### src/rtl/trim_pkg.sv
package trim_pkg;
  typedef enum logic [1:0] {
    SQ_IDLE = 2'd0,
    SQ_REQ  = 2'd1,
    SQ_ACK  = 2'd2,
    SQ_RUN  = 2'd3
  } seq_st_t;
endpackage

### src/rtl/trim_en_sync.sv
module trim_en_sync #(
  parameter int STAGES = 2
) (
  input  logic clk,
  input  logic rst,
  input  logic en_i,
  output logic en_lvl,
  output logic en_rise,
  output logic en_fall
);
  logic [STAGES:0] sh_q;

  always_ff @(posedge clk) begin
    if (rst) sh_q <= '0;
    else     sh_q <= {sh_q[STAGES-1:0], en_i};
  end

  assign en_lvl  = sh_q[STAGES-1];
  assign en_rise = sh_q[STAGES-1] & ~sh_q[STAGES];
  assign en_fall = ~sh_q[STAGES-1] & sh_q[STAGES];
endmodule

### src/rtl/trim_counter.sv
module trim_counter #(
  parameter int CODE_W   = 8,
  parameter int HOLD_CYC = 10000
) (
  input  logic              clk,
  input  logic              rst,
  input  logic              en_lvl,
  input  logic              en_rise,
  input  logic              gate_ok,
  input  logic              up_i,
  input  logic              dn_i,
  input  logic              arm_skip,
  input  logic              load,
  input  logic [CODE_W-1:0] load_val,
  output logic [CODE_W-1:0] code_o,
  output logic              hold_act
);
  localparam int HW = (HOLD_CYC < 1) ? 1 : $clog2(HOLD_CYC + 1);
  localparam logic [CODE_W-1:0] MAXV = {CODE_W{1'b1}};
  localparam logic [CODE_W-1:0] MIDV = {1'b1, {(CODE_W-1){1'b0}}};

  logic [HW-1:0] hold_q;
  logic          skip_q;
  logic          step, acc;

  assign hold_act = (hold_q != '0);
  assign step     = up_i ^ dn_i;
  assign acc      = en_lvl & ~en_rise & gate_ok & ~hold_act & step;

  always_ff @(posedge clk) begin
    if (rst)                  hold_q <= '0;
    else if (en_rise)         hold_q <= HW'(HOLD_CYC);
    else if (hold_q != '0)    hold_q <= hold_q - 1'b1;
  end

  always_ff @(posedge clk) begin
    if (rst)                       skip_q <= 1'b0;
    else if (en_rise || arm_skip)  skip_q <= 1'b1;
    else if (acc)                  skip_q <= 1'b0;
  end

  always_ff @(posedge clk) begin
    if (rst) begin
      code_o <= MIDV;
    end else if (load) begin
      code_o <= load_val;
    end else if (acc && !skip_q) begin
      if (up_i && code_o != MAXV)      code_o <= code_o + 1'b1;
      else if (dn_i && code_o != '0)   code_o <= code_o - 1'b1;
    end
  end
endmodule

### src/rtl/trim_nvm_seq.sv
module trim_nvm_seq #(
  parameter int CODE_W = 8
) (
  input  logic              clk,
  input  logic              rst,
  input  logic              en_lvl,
  input  logic              en_fall,
  input  logic              prog_i,
  input  logic [CODE_W-1:0] code_i,
  input  logic              nvm_busy_i,
  input  logic [CODE_W-1:0] nvm_rdata_i,
  output logic              busy_o,
  output logic              nvm_req_o,
  output logic              nvm_we_o,
  output logic [CODE_W-1:0] nvm_wdata_o,
  output logic              load_stb,
  output logic [CODE_W-1:0] load_val,
  output logic              wr_done
);
  import trim_pkg::*;

  seq_st_t st_q;
  logic    pend_rd_q;
  logic    finish;

  assign busy_o    = (st_q != SQ_IDLE) | pend_rd_q;
  assign nvm_req_o = (st_q == SQ_REQ);
  assign finish    = (st_q == SQ_RUN) & ~nvm_busy_i;
  assign load_stb  = finish & ~nvm_we_o;
  assign wr_done   = finish & nvm_we_o;
  assign load_val  = nvm_rdata_i;

  always_ff @(posedge clk) begin
    if (rst) begin
      st_q        <= SQ_IDLE;
      pend_rd_q   <= 1'b1;
      nvm_we_o    <= 1'b0;
      nvm_wdata_o <= '0;
    end else begin
      if (en_fall) pend_rd_q <= 1'b1;
      unique case (st_q)
        SQ_IDLE: begin
          if (pend_rd_q && !en_fall) begin
            pend_rd_q <= 1'b0;
            nvm_we_o  <= 1'b0;
            st_q      <= SQ_REQ;
          end else if (prog_i && en_lvl && !busy_o) begin
            nvm_we_o    <= 1'b1;
            nvm_wdata_o <= code_i;
            st_q        <= SQ_REQ;
          end
        end
        SQ_REQ:  st_q <= SQ_ACK;
        SQ_ACK:  if (nvm_busy_i)  st_q <= SQ_RUN;
        SQ_RUN:  if (!nvm_busy_i) st_q <= SQ_IDLE;
        default: st_q <= SQ_IDLE;
      endcase
    end
  end
endmodule

### src/rtl/trim_ctrl.sv
module trim_ctrl #(
  parameter int CODE_W   = 8,
  parameter int HOLD_CYC = 10000,
  parameter int SYNC_STG = 2
) (
  input  logic              clk,
  input  logic              rst,
  input  logic              en_i,
  input  logic              up_i,
  input  logic              dn_i,
  input  logic              prog_i,
  output logic [CODE_W-1:0] code_o,
  output logic              busy_o,
  output logic              nvm_req_o,
  output logic              nvm_we_o,
  output logic [CODE_W-1:0] nvm_wdata_o,
  input  logic              nvm_busy_i,
  input  logic [CODE_W-1:0] nvm_rdata_i
);
  logic              en_lvl, en_rise, en_fall;
  logic              load_stb, wr_done, hold_act;
  logic [CODE_W-1:0] load_val;

  trim_en_sync #(.STAGES(SYNC_STG)) u_sync (
    .clk(clk), .rst(rst), .en_i(en_i),
    .en_lvl(en_lvl), .en_rise(en_rise), .en_fall(en_fall)
  );

  trim_counter #(.CODE_W(CODE_W), .HOLD_CYC(HOLD_CYC)) u_cnt (
    .clk(clk), .rst(rst), .en_lvl(en_lvl), .en_rise(en_rise),
    .gate_ok(~busy_o & ~prog_i), .up_i(up_i), .dn_i(dn_i),
    .arm_skip(wr_done), .load(load_stb), .load_val(load_val),
    .code_o(code_o), .hold_act(hold_act)
  );

  trim_nvm_seq #(.CODE_W(CODE_W)) u_seq (
    .clk(clk), .rst(rst), .en_lvl(en_lvl), .en_fall(en_fall),
    .prog_i(prog_i), .code_i(code_o), .nvm_busy_i(nvm_busy_i),
    .nvm_rdata_i(nvm_rdata_i), .busy_o(busy_o), .nvm_req_o(nvm_req_o),
    .nvm_we_o(nvm_we_o), .nvm_wdata_o(nvm_wdata_o), .load_stb(load_stb),
    .load_val(load_val), .wr_done(wr_done)
  );
endmodule

### config.mk
export PLATFORM = sky130hd
export DESIGN_NAME = trim_ctrl
export DESIGN_NICKNAME = d
export VERILOG_FILES = /design/src/rtl/trim_pkg.sv /design/src/rtl/trim_en_sync.sv /design/src/rtl/trim_counter.sv /design/src/rtl/trim_nvm_seq.sv /design/src/rtl/trim_ctrl.sv
export SDC_FILE = /design/constraint.sdc
export NUM_CORES = 1
export LEC_CHECK = 0
export ABC_AREA = 1
export BUFFER_PORTS_ARGS = -buffer_cell sky130_fd_sc_hd__buf_2
export CORE_UTILIZATION = 62
export CTS_BUF_LIST = sky130_fd_sc_hd__clkbuf_8
export DETAILED_ROUTE_END_ITERATION = 8
export PLACE_DENSITY = 0.9
export SYNTH_ARGS = -nofsm -noshare
export SYNTH_HDL_FRONTEND = slang
export SYNTH_HIERARCHICAL = 1
export SYNTH_SLANG_ARGS = --single-unit
### constraint.sdc
create_clock -name clk -period 4.7 [get_ports clk]
set_input_delay 0.47 -clock clk [delete_from_list [all_inputs] [get_ports clk]]
set_output_delay 0.47 -clock clk [all_outputs]
set_load 0.05 [all_outputs]
==> flow_metrics.env, run 1 <==
export IMPL_ir_drop_mv=0.306
export IMPL_cts_repair_resize_count=0
export IMPL_port_buffers=33
export IMPL_crit_path_cell_trace="nand2_1 -> nor2_1 -> nand2_1 -> nand2_1 -> ha_1 -> a21oi_1 -> nand3_1 -> nand2_1 -> nand3_1 -> nand2_1 -> nand2_1 -> a21oi_1"
export IMPL_ctsLongestPathBuffers=2
export IMPL_design_die_area_um2=4040
export IMPL_clock_sink_count=38
export IMPL_drtPass1Iterations=5
export IMPL_worstSetupStartpointType="register"
export IMPL_synth_ff_latch_count=38
export IMPL_cp_slowest_stage_delay_ns=0.49
export IMPL_cts_hold_fix_buffers=0
export IMPL_worst_path_max_fanout=10
export IMPL_min_delay_path_class="in2reg"
export IMPL_synth_commonest_cells="79 x nand2_1, 65 x nor2_1, 39 x inv_1, 38 x dfxtp_1, 25 x nand3_1"
export IMPL_timing_max_transition_violations_final=0
export IMPL_placeable_core_region_um2=3660
export IMPL_postSynth_asyncResetShare_pct=0
export IMPL_post_cts_setup_buffers=0
export IMPL_finalNetCount=408
export IMPL_grt_util_all_layers_pct=29.4
export IMPL_synthDominantCellAreaShare_pct=32.4
export IMPL_leakage_uw=0.00133
export IMPL_cts_root_buffer_cell="clkbuf_8"
export IMPL_htree_num_levels=2
export IMPL_worst_clock_skew_ns=0.00755
export IMPL_dr_total_vias=2303
export IMPL_max_clock_freq_mhz=427
export IMPL_timing_hold_violations_final=0
export IMPL_post_dp_hpwl_mm=4.00
export IMPL_rsz0062_at_grt="false"
export IMPL_netlist_area_um2=2350
export IMPL_post_syn_nets=380
export IMPL_number_of_antenna_violations_at_the_first_check_in_global_routing=0
export IMPL_grt_pass1_vias=2159
export IMPL_clkLatencyLatePin_ns=0.30
export IMPL_worst_pin_slew_ns=0.694
export IMPL_totalNegativeSetupSlack_ns=0
export IMPL_antenna_cells_inserted=0
export IMPL_timing_final_crit_share_pct=49.8
export IMPL_reg2reg_to="u_cnt/code_o[5]$_SDFFE_PP0P_"
export IMPL_yosys_cell_count_top_type="nand2_1"
export IMPL_avgRoutedWirePerCell_um=12.5
export IMPL_pwr_density_cell_nw_per_um2=578
export IMPL_synthToLayoutAreaGrowth_pct=11.4
export IMPL_routed_wirelength_mm=5.35
export IMPL_yosysSeqAreaShare_pct=32.4
export IMPL_synth_edf_count=0
export IMPL_slowest_stage="dfxtp_1"
export IMPL_post_route_cells_drive_above_1_share_pct=14.7
export IMPL_report_power_total_uw=1510
export IMPL_worstPathArrival_ns=2.57
export IMPL_clk_pin_slew_ns=0.08
export IMPL_setup_crit_start="u_cnt/code_o[0]$_SDFFE_PP0P_"
export IMPL_drt_iter0_markers=193
export IMPL_critical_path_endpoint="u_cnt/code_o[5]$_SDFFE_PP0P_"
export IMPL_drc=0
export IMPL_maxCapViolCount=0
export IMPL_cts_tree="built"
export IMPL_fp_dieW_um=63.6
export IMPL_place_congestion=0.966
export IMPL_worstRegToRegCells=12
export IMPL_status="finished clean"
export IMPL_r2r_start="u_cnt/code_o[0]$_SDFFE_PP0P_"
export IMPL_die_height_um=63.6
export IMPL_floorplan_initialDensity_pct=64.2
export IMPL_yosys_warnings=6
export IMPL_gate_count_post_synth=351
export IMPL_timing_critical_path_depth=12
export IMPL_crit_top_cell="nand2_1"
export IMPL_timing_critical_path_to_type="register"
export IMPL_syn_avg_cell_area_um2=6.69
export IMPL_drtAntennaViolNets=0
export IMPL_critPathTopFamily="simple AND/OR/NAND/NOR gates"
export IMPL_global_route_overflow_total=0
export IMPL_cts_inserted_buffers=5
export IMPL_critical_path_buf_inv_count=0
export IMPL_setup_worst_path_class="reg2reg"
export IMPL_yosys_top_cells_area="dfxtp_1 32%, nand2_1 13%, nor2_1 10%, ha_1 6.9%, inv_1 6.2%"
export IMPL_core_rowCount=22
export IMPL_floorplan_io_pins=34
export IMPL_grt_max_degree=19
export IMPL_cp_required_ns=4.93
export IMPL_post_synth_num_cell_types=33
export IMPL_relSlewSlack_pct=53.4
export IMPL_post_synth_top_area_cell="dfxtp_1"
export IMPL_grt_pass1_wl_mm=9.27
export IMPL_fin_crit_ns=2.34
export IMPL_avgViaCountPerCell=5.38
export IMPL_reg2reg_setup_slack_ns=2.36
export IMPL_setup_viol=0
export IMPL_yosys_most_used_dff="dfxtp_1"
export IMPL_fillerInstances=332
## routing by layer
metal	track usage, %	share of wire (%)	wire, µm
met1	35.8	43	2300
met2	46.7	47	2530
met3	7.61	6.5	348
met4	16.2	3.1	165
met5	0	0	0
## worst min path at each step
stage,startpoint,to,cells after the start
final,en_i,u_sync/sh_q[0]$_SDFF_PP0_,3
after global routing,en_i,u_sync/sh_q[0]$_SDFF_PP0_,3
after CTS,en_i,u_sync/sh_q[0]$_SDFF_PP0_,3
after detailed placement,u_sync/sh_q[0]$_SDFF_PP0_,u_sync/sh_q[1]$_SDFF_PP0_,2
after global placement,u_sync/sh_q[0]$_SDFF_PP0_,u_sync/sh_q[1]$_SDFF_PP0_,2
after floorplan,u_sync/sh_q[0]$_SDFF_PP0_,u_sync/sh_q[1]$_SDFF_PP0_,2
## report_power, final
part / switching (µW) / leakage [µW] / internal [µW] / total [µW]
Clock: 125 / 0.0000683 / 213 / 338
Sequential: 81.6 / 0.000311 / 401 / 482
Combinational: 449 / 0.000954 / 244 / 692
## worst register-to-register path, stage by stage, from the launching register on
cell     delay (ns)
dfxtp_1        0.49
nand2_1        0.11
nor2_1         0.14
nand2_1        0.08
nand2_1        0.27
ha_1           0.35
a21oi_1        0.28
nand3_1        0.14
nand2_1        0.08
nand3_1        0.08
nand2_1        0.09
nand2_1        0.05
a21oi_1        0.13
## layout by cell type, fill, tap and decap left out, types with 3 or more instances in the layout
master	count
nand2_1	79
clkbuf_8	5
a21oi_1	22
ha_1	13
nor2_1	65
nand4_1	5
nor3_1	4
xor2_1	4
nand3_1	25
inv_2	3
buf_2	33
dfxtp_1	38
inv_1	39
o21ai_0	14
nand3b_1	3
nor2_2	5
## metrics by stage
stage	instance area, µm²	hold slack, ns	worst slack [ns]	std cells	util, %
global placement	2480	0.393	2.45	420	67.7
floorplan	2350	0.388	2.41	351	-
finish	2620	0.375	2.36	428	71.5
detailed placement	2480	0.397	2.45	420	67.7
CTS	2620	0.366	2.42	428	71.5
global route	2620	0.393	2.14	428	71.5
## kinds of logic (layout without fill, tap and decap cells)
kind of cell    Yosys count  after routing  synth area share [%]
mux                       1              1                 0.426
buf+inv                  55             84                  11.4
xor+xnor                  6              6                  2.24
flops                    38             38                  32.4
simple gates            193            193                  35.7
fa+ha+maj                14             14                  7.77
compound gates           44             44                  10.1
## cell type report
cell class              instances  area [µm²]  area share (%)
multi-input cells             258        1320            50.4
flip-flops and latches         38         761            29.1
inverters                      43         174            6.64
repair buffers                 33         165            6.31
clock buffers                   5        68.8            2.63
clock inverters                 3        68.8            2.63
well taps                      48        60.1            2.29
## flip-flops by register name (all words and copies together), names as in the netlist
name	flops
u_seq/st_q	2
u_sync/sh_q	3
u_seq/nvm_we_o	1
u_seq/nvm_wdata_o	8
u_cnt/code_o	8
u_seq/pend_rd_q	1
u_cnt/hold_q	14
u_cnt/skip_q	1
(Power assumes the default switching activity.)
==> inputs of run 2 (changes only) <==
- ABC_AREA: 1 -> 0
- CORE_UTILIZATION: 62 -> 53
- PLACE_DENSITY: 0.9 -> 0.82
- clock period: 4.7 -> 2 ns (I/O delays scaled with it)
==> run 2 against run 1 <==
  * The flow now finishes with violations (negative setup slack)
  * Clock power increased by 69%
  * Hold slack got worse by 0.27 ns
  * Synthesized area is 4.8% lower
  * Global-route usage decreased by 0.58 points
  * Final cell count down 15%
  * Highest routed layer unchanged
  * Register-to-register slack lost 2.7 ns
  * Routed wire length increased by 23%
  * Core utilization rose by 3.7 points
  * Count of clock-buffer cells in the layout up 1
  * Cell area up 16%
  * Power increased by 120%
  * Critical path type unchanged
  * Sequential power grew 120%
==> flow_metrics.env, run 2 <==
export IMPL_grt_pass1_vias=2089
export IMPL_drt_iter0_markers=175
export IMPL_timing_hold_ws_ns=0.101
export IMPL_critPathTopFamily="simple AND/OR/NAND/NOR gates"
export IMPL_post_dp_hpwl_mm=3.98
export IMPL_routed_wirelength_mm=6.59
export IMPL_timing_max_transition_violations_final=0
export IMPL_relSlewSlack_pct=59.9
export IMPL_rsz0062_at_grt="true"
export IMPL_failing_checks="negative setup slack"
export IMPL_netlist_area_um2=2240
export IMPL_post_syn_nets=280
export IMPL_gate_count_post_synth=251
export IMPL_postSynth_asyncResetShare_pct=0
export IMPL_synthDominantCellAreaShare_pct=34.0
export IMPL_clock_power_share_pct=17.3
export IMPL_design_die_area_um2=4480
export IMPL_clock_sink_count=38
export IMPL_cts_inserted_buffers=5
export IMPL_port_buffers=33
export IMPL_registers_top_by_ff_count="u_cnt/hold_q"
export IMPL_place_congestion=0.889
export IMPL_global_route_overflow_total=0
export IMPL_cts_root_buffer_cell="clkbuf_8"
export IMPL_number_of_antenna_violations_at_the_first_check_in_global_routing=0
export IMPL_core_rowCount=23
export IMPL_netSwitchingFraction_pct=42.0
export IMPL_floorplan_initialDensity_pct=55.5
export IMPL_ctsLongestPathBuffers=2
export IMPL_power_frac_comb_pct=49.8
export IMPL_floorplan_io_pins=34
export IMPL_report_power_total_uw=3290
export IMPL_grt_max_degree=36
export IMPL_worst_path_max_fanout=7
export IMPL_fin_crit_ns=2.30
export IMPL_timing_critical_path_to_type="register"
export IMPL_timing_final_crit_share_pct=115
export IMPL_setup_worst_path_class="reg2reg"
export IMPL_r2r_start="u_cnt/code_o[6]$_SDFFE_PP0P_"
export IMPL_leakage_uw=0.00125
export IMPL_gr_max_usage_layer="met2"
export IMPL_reg2reg_setup_slack_ns=-0.30
export IMPL_post_synth_num_cell_types=50
export IMPL_worstRegToRegCells=9
export IMPL_ir_drop_mv=0.552
export IMPL_grt_util_all_layers_pct=28.8
export IMPL_pwr_density_cell_nw_per_um2=1090
export IMPL_yosys_warnings=6
export IMPL_drc=0
export IMPL_reg2reg_to="u_cnt/code_o[6]$_SDFFE_PP0P_"
export IMPL_setup_crit_start="u_cnt/code_o[6]$_SDFFE_PP0P_"
export IMPL_htree_num_levels=2
export IMPL_gr_util_met1_pct=32.4
export IMPL_p_switching_uw=1380
export IMPL_clkLatencyLatePin_ns=0.30
export IMPL_avgViaCountPerCell=6.01
export IMPL_yosysSeqAreaShare_pct=34.0
export IMPL_cp_required_ns=2.21
export IMPL_min_delay_path_class="in2reg"
export IMPL_worst_clock_skew_ns=0.00812
export IMPL_drtPass1Iterations=4
export IMPL_fp_dieW_um=67.0
export IMPL_yosys_top_cells_area="dfxtp_1 34%, ha_1 7.3%, xor2_1 6.3%, nand2_1 3.9%, nor2_1 3.9%"
export IMPL_synth_ff_latch_count=38
export IMPL_largest_register_ffs=14
export IMPL_status="complete, but fails checks"
export IMPL_cts_tree="built"
export IMPL_cts_hold_fix_buffers=0
export IMPL_synth_commonest_cells="38 x dfxtp_1, 23 x nand2_1, 23 x nor2_1, 17 x a21oi_1, 16 x xor2_1"
export IMPL_cp_slowest_stage_delay_ns=0.53
export IMPL_mostFrequentLayoutCells="33 x buf_2, 30 x buf_4, 30 x dfxtp_1"
export IMPL_worst_pin_slew_ns=0.601
export IMPL_placeable_core_region_um2=4030
export IMPL_drtAntennaViolNets=0
export IMPL_grt_met3_usage_pct=7.02
export IMPL_yosys_cell_count_top_type="dfxtp_1"
export IMPL_fin_ws_ns=-0.301
export IMPL_setup_viol=6
export IMPL_synthToLayoutAreaGrowth_pct=35.5
export IMPL_syn_avg_cell_area_um2=8.91
export IMPL_die_height_um=67.0
export IMPL_layout_top_registers="u_cnt/hold_q: 14 flops, u_cnt/code_o: 8 flops, u_seq/nvm_wdata_o: 8 flops"
export IMPL_antenna_cells_inserted=0
export IMPL_post_synth_top_area_cell="dfxtp_1"
export IMPL_synth_edf_count=0
export IMPL_post_route_cells_drive_above_1_share_pct=39.5
export IMPL_max_clock_freq_mhz=435
export IMPL_final_util_pct=75.2
export IMPL_fillerInstances=244
export IMPL_slowest_stage="or4b_4"
export IMPL_grt_pass1_wl_mm=9.56
export IMPL_worstSetupStartpointType="register"
export IMPL_internal_power_uw=1910
export IMPL_seqPwrFrac_pct=32.9
export IMPL_timing_hold_violations_final=0
export IMPL_worstPathArrival_ns=2.51
export IMPL_layout_cells_most_common="buf_2"
export IMPL_avgRoutedWirePerCell_um=18.1
export IMPL_met2_usage_pct=48.6
export IMPL_timing_critical_path_depth=9
export IMPL_maxCapViolCount=0
export IMPL_critical_path_buf_inv_count=2
export IMPL_finalNetCount=342
export IMPL_dr_total_vias=2186
export IMPL_critical_path_endpoint="u_cnt/code_o[6]$_SDFFE_PP0P_"
export IMPL_yosys_most_used_dff="dfxtp_1"
export IMPL_crit_path_cell_trace="nand4_1 -> o21ai_4 -> buf_12 -> buf_6 -> ha_4 -> or4b_4 -> o2111ai_2 -> mux2i_1 -> a211oi_2"
export IMPL_clk_pin_slew_ns=0.08
-- run 2: cell count changes in the layout (fill, tap and decap cells not counted), moves of 8 or more --
cell / before / now
o21ai_0: 14 / 4
nand2_1: 79 / 22
nor2_1: 65 / 23
a21oi_1: 22 / 14
nand3_1: 25 / 7
inv_1: 39 / 10
dfxtp_4: 0 / 8
dfxtp_1: 38 / 30
xor2_1: 4 / 16
buf_4: 0 / 30
-- run 2: final cells by class --
cell class                 instances  area [µm²]  share of cell area [%]
inverter                          10        37.5                    1.24
multi-input combinational        188        1570                    51.7
tap                               50        62.6                    2.07
clock inverter                     2        11.3                   0.372
sequential                        38         791                    26.1
clock buffer                       6        82.6                    2.73
timing repair buffer              70         478                    15.8
-- run 2: worst min-delay path by stage --
stage / startpoint / endpoint / slack (ns) / depth (start not counted)
global route: en_i / u_sync/sh_q[0]$_SDFF_PP0_ / 0.12 / 2
global placement: en_i / u_sync/sh_q[0]$_SDFF_PP0_ / 0.41 / 2
detailed placement: en_i / u_sync/sh_q[0]$_SDFF_PP0_ / 0.41 / 2
floorplan: rst / u_sync/sh_q[0]$_SDFF_PP0_ / 0.27 / 1
finish: en_i / u_sync/sh_q[0]$_SDFF_PP0_ / 0.10 / 2
CTS: en_i / u_sync/sh_q[0]$_SDFF_PP0_ / 0.1 / 2
-- run 2: per-layer routing --
metal,routed length (µm),up-vias
met4,220,0
li1,-,1013
met2,3250,99
met3,385,24
met5,0,-
met1,2740,1050
-- run 2: cells by family (layout without fill, tap and decap cells) --
family,Yosys count,after routing,share of synthesized area (%)
simple gates,100,100,25.9
compound gates,48,48,15.4
buf+inv,25,88,5.71
fa+ha+maj,14,14,8.17
mux,7,7,3.36
flops,38,38,34.0
xor+xnor,19,19,7.44
-- run 2: repair_timing --
item	4_1_cts	5_1_grt
gates resized for setup	14	14
pin swaps	13	15
setup endpoints to repair	8	9
setup buffers	7	3
-- run 2: metrics by stage --
stage / cells / TNS [ns] / cell area [µm²] / setup slack (ns)
after global routing: 364 / -1.61 / 3030 / -0.339
after global placement: 347 / -0.651 / 2680 / -0.172
after detailed placement: 347 / -0.995 / 2680 / -0.282
after CTS: 362 / -0.270 / 2950 / -0.160
after floorplan: 251 / -0.854 / 2340 / -0.319
final: 364 / -1.05 / 3030 / -0.301
-- run 2: power groups by stage --
stage                     combinational (µW)  sequential, µW  clock (µW)
after floorplan                         1060            1130           0
after CTS                               1550            1070         571
after global routing                    1760            1100         607
final                                   1640            1080         570
after detailed placement                1490            1080           0
after global placement                  1440            1070           0
==> inputs of run 3 (changes only) <==
--- a/config.mk
+++ b/config.mk
@@ -8,7 +8,9 @@
 export ABC_AREA = 0
 export BUFFER_PORTS_ARGS = -buffer_cell sky130_fd_sc_hd__buf_2
+export CORE_ASPECT_RATIO = 0.5
 export CORE_UTILIZATION = 53
 export CTS_BUF_LIST = sky130_fd_sc_hd__clkbuf_8
 export DETAILED_ROUTE_END_ITERATION = 8
+export MAX_ROUTING_LAYER = met4
 export PLACE_DENSITY = 0.82
 export SYNTH_ARGS = -nofsm -noshare
==> constraint.sdc (replaced) <==
create_clock -name clk -period 2 [get_ports clk]
set_input_delay 0.5 -clock clk [delete_from_list [all_inputs] [get_ports clk]]
set_output_delay 0.5 -clock clk [all_outputs]
set_load 0.05 [all_outputs]
==> run 3 against run 2 <==
  * The flow still finishes with violations (negative setup slack)
  * Die area up 0.35%
  * Worst setup slack better by 0.071 ns
  * Hold slack better by 0.34 ns
  * Clock power up 15%
  * Combinational power down 6%
  * Count of clock-buffer cells in the layout down 1
  * First-iteration DRC count down 16%
  * Core utilization up 2.9 points
  * Critical path type unchanged
  * Register-to-register slack better by 0.07 ns
  * Non-clock buffer count up 6
  * Cell area up 2.2%
==> flow_metrics.env, run 3 (same netlist as run 2, synthesis figures left out) <==
export IMPL_worstRegToRegCells=9
export IMPL_cts_tree="built"
export IMPL_final_seq_area_um2=793
export IMPL_avgRoutedWirePerCell_um=18.9
export IMPL_worstPathArrival_ns=2.44
export IMPL_grt_util_all_layers_pct=31.4
export IMPL_die_height_um=47.9
export IMPL_final_util_pct=78.1
export IMPL_maxCapViolCount=0
export IMPL_timing_final_crit_share_pct=111
export IMPL_post_dp_hpwl_mm=3.74
export IMPL_hold_crit_endpoint="u_sync/sh_q[0]$_SDFF_PP0_"
export IMPL_synthToLayoutAreaGrowth_pct=38.5
export IMPL_finalNetCount=348
export IMPL_r2r_start="u_cnt/code_o[5]$_SDFFE_PP0P_"
export IMPL_totalNegativeSetupSlack_ns=-1.05
export IMPL_floorplan_io_pins=34
export IMPL_cts_inserted_buffers=5
export IMPL_mostFrequentLayoutCells="33 x buf_2, 32 x buf_4, 28 x dfxtp_1"
export IMPL_drt_iter0_markers=147
export IMPL_post_route_cells_drive_above_1_share_pct=41.6
export IMPL_routed_wirelength_mm=7.07
export IMPL_min_delay_path_class="in2reg"
export IMPL_number_of_antenna_violations_at_the_first_check_in_global_routing=0
export IMPL_port_buffers=33
export IMPL_design_die_area_um2=4500
export IMPL_avgViaCountPerCell=6.15
export IMPL_fillerInstances=208
export IMPL_failing_checks="negative setup slack"
export IMPL_cts_hold_fix_buffers=0
export IMPL_antenna_cells_inserted=0
export IMPL_worstSetupStartpointType="register"
export IMPL_pwr_density_cell_nw_per_um2=1070
export IMPL_setup_viol=7
export IMPL_max_clock_freq_mhz=449
export IMPL_clock_sink_count=38
export IMPL_reg2reg_to="u_cnt/code_o[6]$_SDFFE_PP0P_"
export IMPL_status="complete, but fails checks"
export IMPL_drtAntennaViolNets=0
export IMPL_worst_clock_skew_ns=0.00287
export IMPL_clkLatencyLatePin_ns=0.30
export IMPL_setup_worst_path_class="reg2reg"
export IMPL_relSlewSlack_pct=63.6
export IMPL_dr_total_vias=2301
export IMPL_layout_cells_most_common="buf_2"
export IMPL_registers_top_by_ff_count="u_cnt/hold_q"
export IMPL_drc=0
export IMPL_drtPass1Iterations=5
export IMPL_holdPathStages=2
export IMPL_grt_pass1_wl_mm=9.94
export IMPL_timing_max_transition_violations_final=0
export IMPL_worst_path_max_fanout=5
export IMPL_rsz0062_at_grt="true"
export IMPL_ctsLongestPathBuffers=2
export IMPL_htree_num_levels=2
export IMPL_core_rowCount=16
export IMPL_footprint_of_the_multi_input_gates_um2=1550
export IMPL_grt_pass1_vias=2053
export IMPL_clk_pin_slew_ns=0.08
export IMPL_layout_top_registers="u_cnt/hold_q: 14 flops, u_cnt/code_o: 8 flops, u_seq/nvm_wdata_o: 8 flops"
export IMPL_place_congestion=0.897
export IMPL_reg2reg_setup_slack_ns=-0.23
export IMPL_cts_root_buffer_cell="clkbuf_8"
export IMPL_leakage_uw=0.00129
export IMPL_fp_dieW_um=93.9
export IMPL_grt_max_degree=28
export IMPL_floorplan_initialDensity_pct=56.4
export IMPL_worst_pin_slew_ns=0.546
export IMPL_cp_required_ns=2.21
export IMPL_largest_register_ffs=14
export IMPL_hold_crit_start="en_i"
export IMPL_timing_hold_violations_final=0
export IMPL_placeable_core_region_um2=3960
export IMPL_ir_drop_mv=0.486
export IMPL_fin_ws_ns=-0.230
export IMPL_fin_crit_ns=2.23
export IMPL_timing_critical_path_to_type="register"
export IMPL_global_route_overflow_total=0
-- run 3: changes by cell type in the layout (fill, tap and decap cells not counted), sizes merged --
| cell | delta |
|---|---|
| buf | +6 |
| bufinv | +1 |
| clkbuf | -1 |
| clkinv | +1 |
| inv | -1 |
-- run 3: critical path: stages, from the launching register on --
cell and delay (ns):
dfxtp_4 0.36, nand4_1 0.20, o21ai_4 0.29, buf_12 0.16
ha_4 0.14, a211oi_2 0.08, or4b_4 0.55, o2111ai_2 0.07
mux2i_1 0.09, a211oi_1 0.19
-- run 3: what timing repair did --
item,CTS,global route
buffers inserted,17,2
cloned,0,0
pin swaps,12,19
setup endpoints to repair,7,9
resized for setup,15,24
-- run 3: how the worst max path moves through the flow --
stage / startpoint / to / cells after the start
6_report: u_cnt/code_o[5]$_SDFFE_PP0P_ / u_cnt/code_o[6]$_SDFFE_PP0P_ / 9
3_3_place_gp: u_cnt/code_o[7]$_SDFFE_PP1P_ / u_cnt/code_o[6]$_SDFFE_PP0P_ / 8
4_1_cts: u_cnt/code_o[6]$_SDFFE_PP0P_ / u_cnt/code_o[6]$_SDFFE_PP0P_ / 9
3_5_place_dp: u_cnt/code_o[0]$_SDFFE_PP0P_ / u_cnt/code_o[6]$_SDFFE_PP0P_ / 8
5_1_grt: u_cnt/code_o[5]$_SDFFE_PP0P_ / u_cnt/code_o[7]$_SDFFE_PP1P_ / 12
2_1_floorplan: u_cnt/code_o[0]$_SDFFE_PP0P_ / u_cnt/code_o[6]$_SDFFE_PP0P_ / 8
-- run 3: where the power goes --
part           internal [µW]  switching, µW  total (µW)  leakage [µW]
clock network            367            287         654     0.0000579
logic                    676            859        1540      0.000911
registers                917            192        1110      0.000317
-- run 3: layout make-up --
| type | instances | share of cell area [%] |
|---|---|---|
| Clock buffer | 5 | 2.22 |
| Clock inverter | 3 | 1.29 |
| Inverter | 10 | 1.21 |
| Multi-Input combinational cell | 188 | 50.1 |
| Sequential cell | 38 | 25.6 |
| Tap cell | 54 | 2.18 |
| Timing Repair Buffer | 76 | 17.4 |
-- run 3: metrics by stage --
step	instance area [µm²]	std cells	hold slack (ns)	total power, µW	setup WS [ns]
final	3100	374	0.438	3300	-0.230
after global routing	3100	374	0.425	3520	-0.292
after CTS	2980	373	0.422	3190	-0.177
after detailed placement	2680	350	0.449	2500	-0.244
after global placement	2680	350	0.424	2440	-0.144
after floorplan	2340	251	0.414	2190	-0.319
-- run 3: routing by layer --
metal	global-route usage [%]	part of all wire, %	up-vias
li1	-	-	1027
met1	35.3	40	1095
met2	50.9	47	131
met3	9.68	6.7	48
met4	19.4	5.9	0
met5	-	0	-
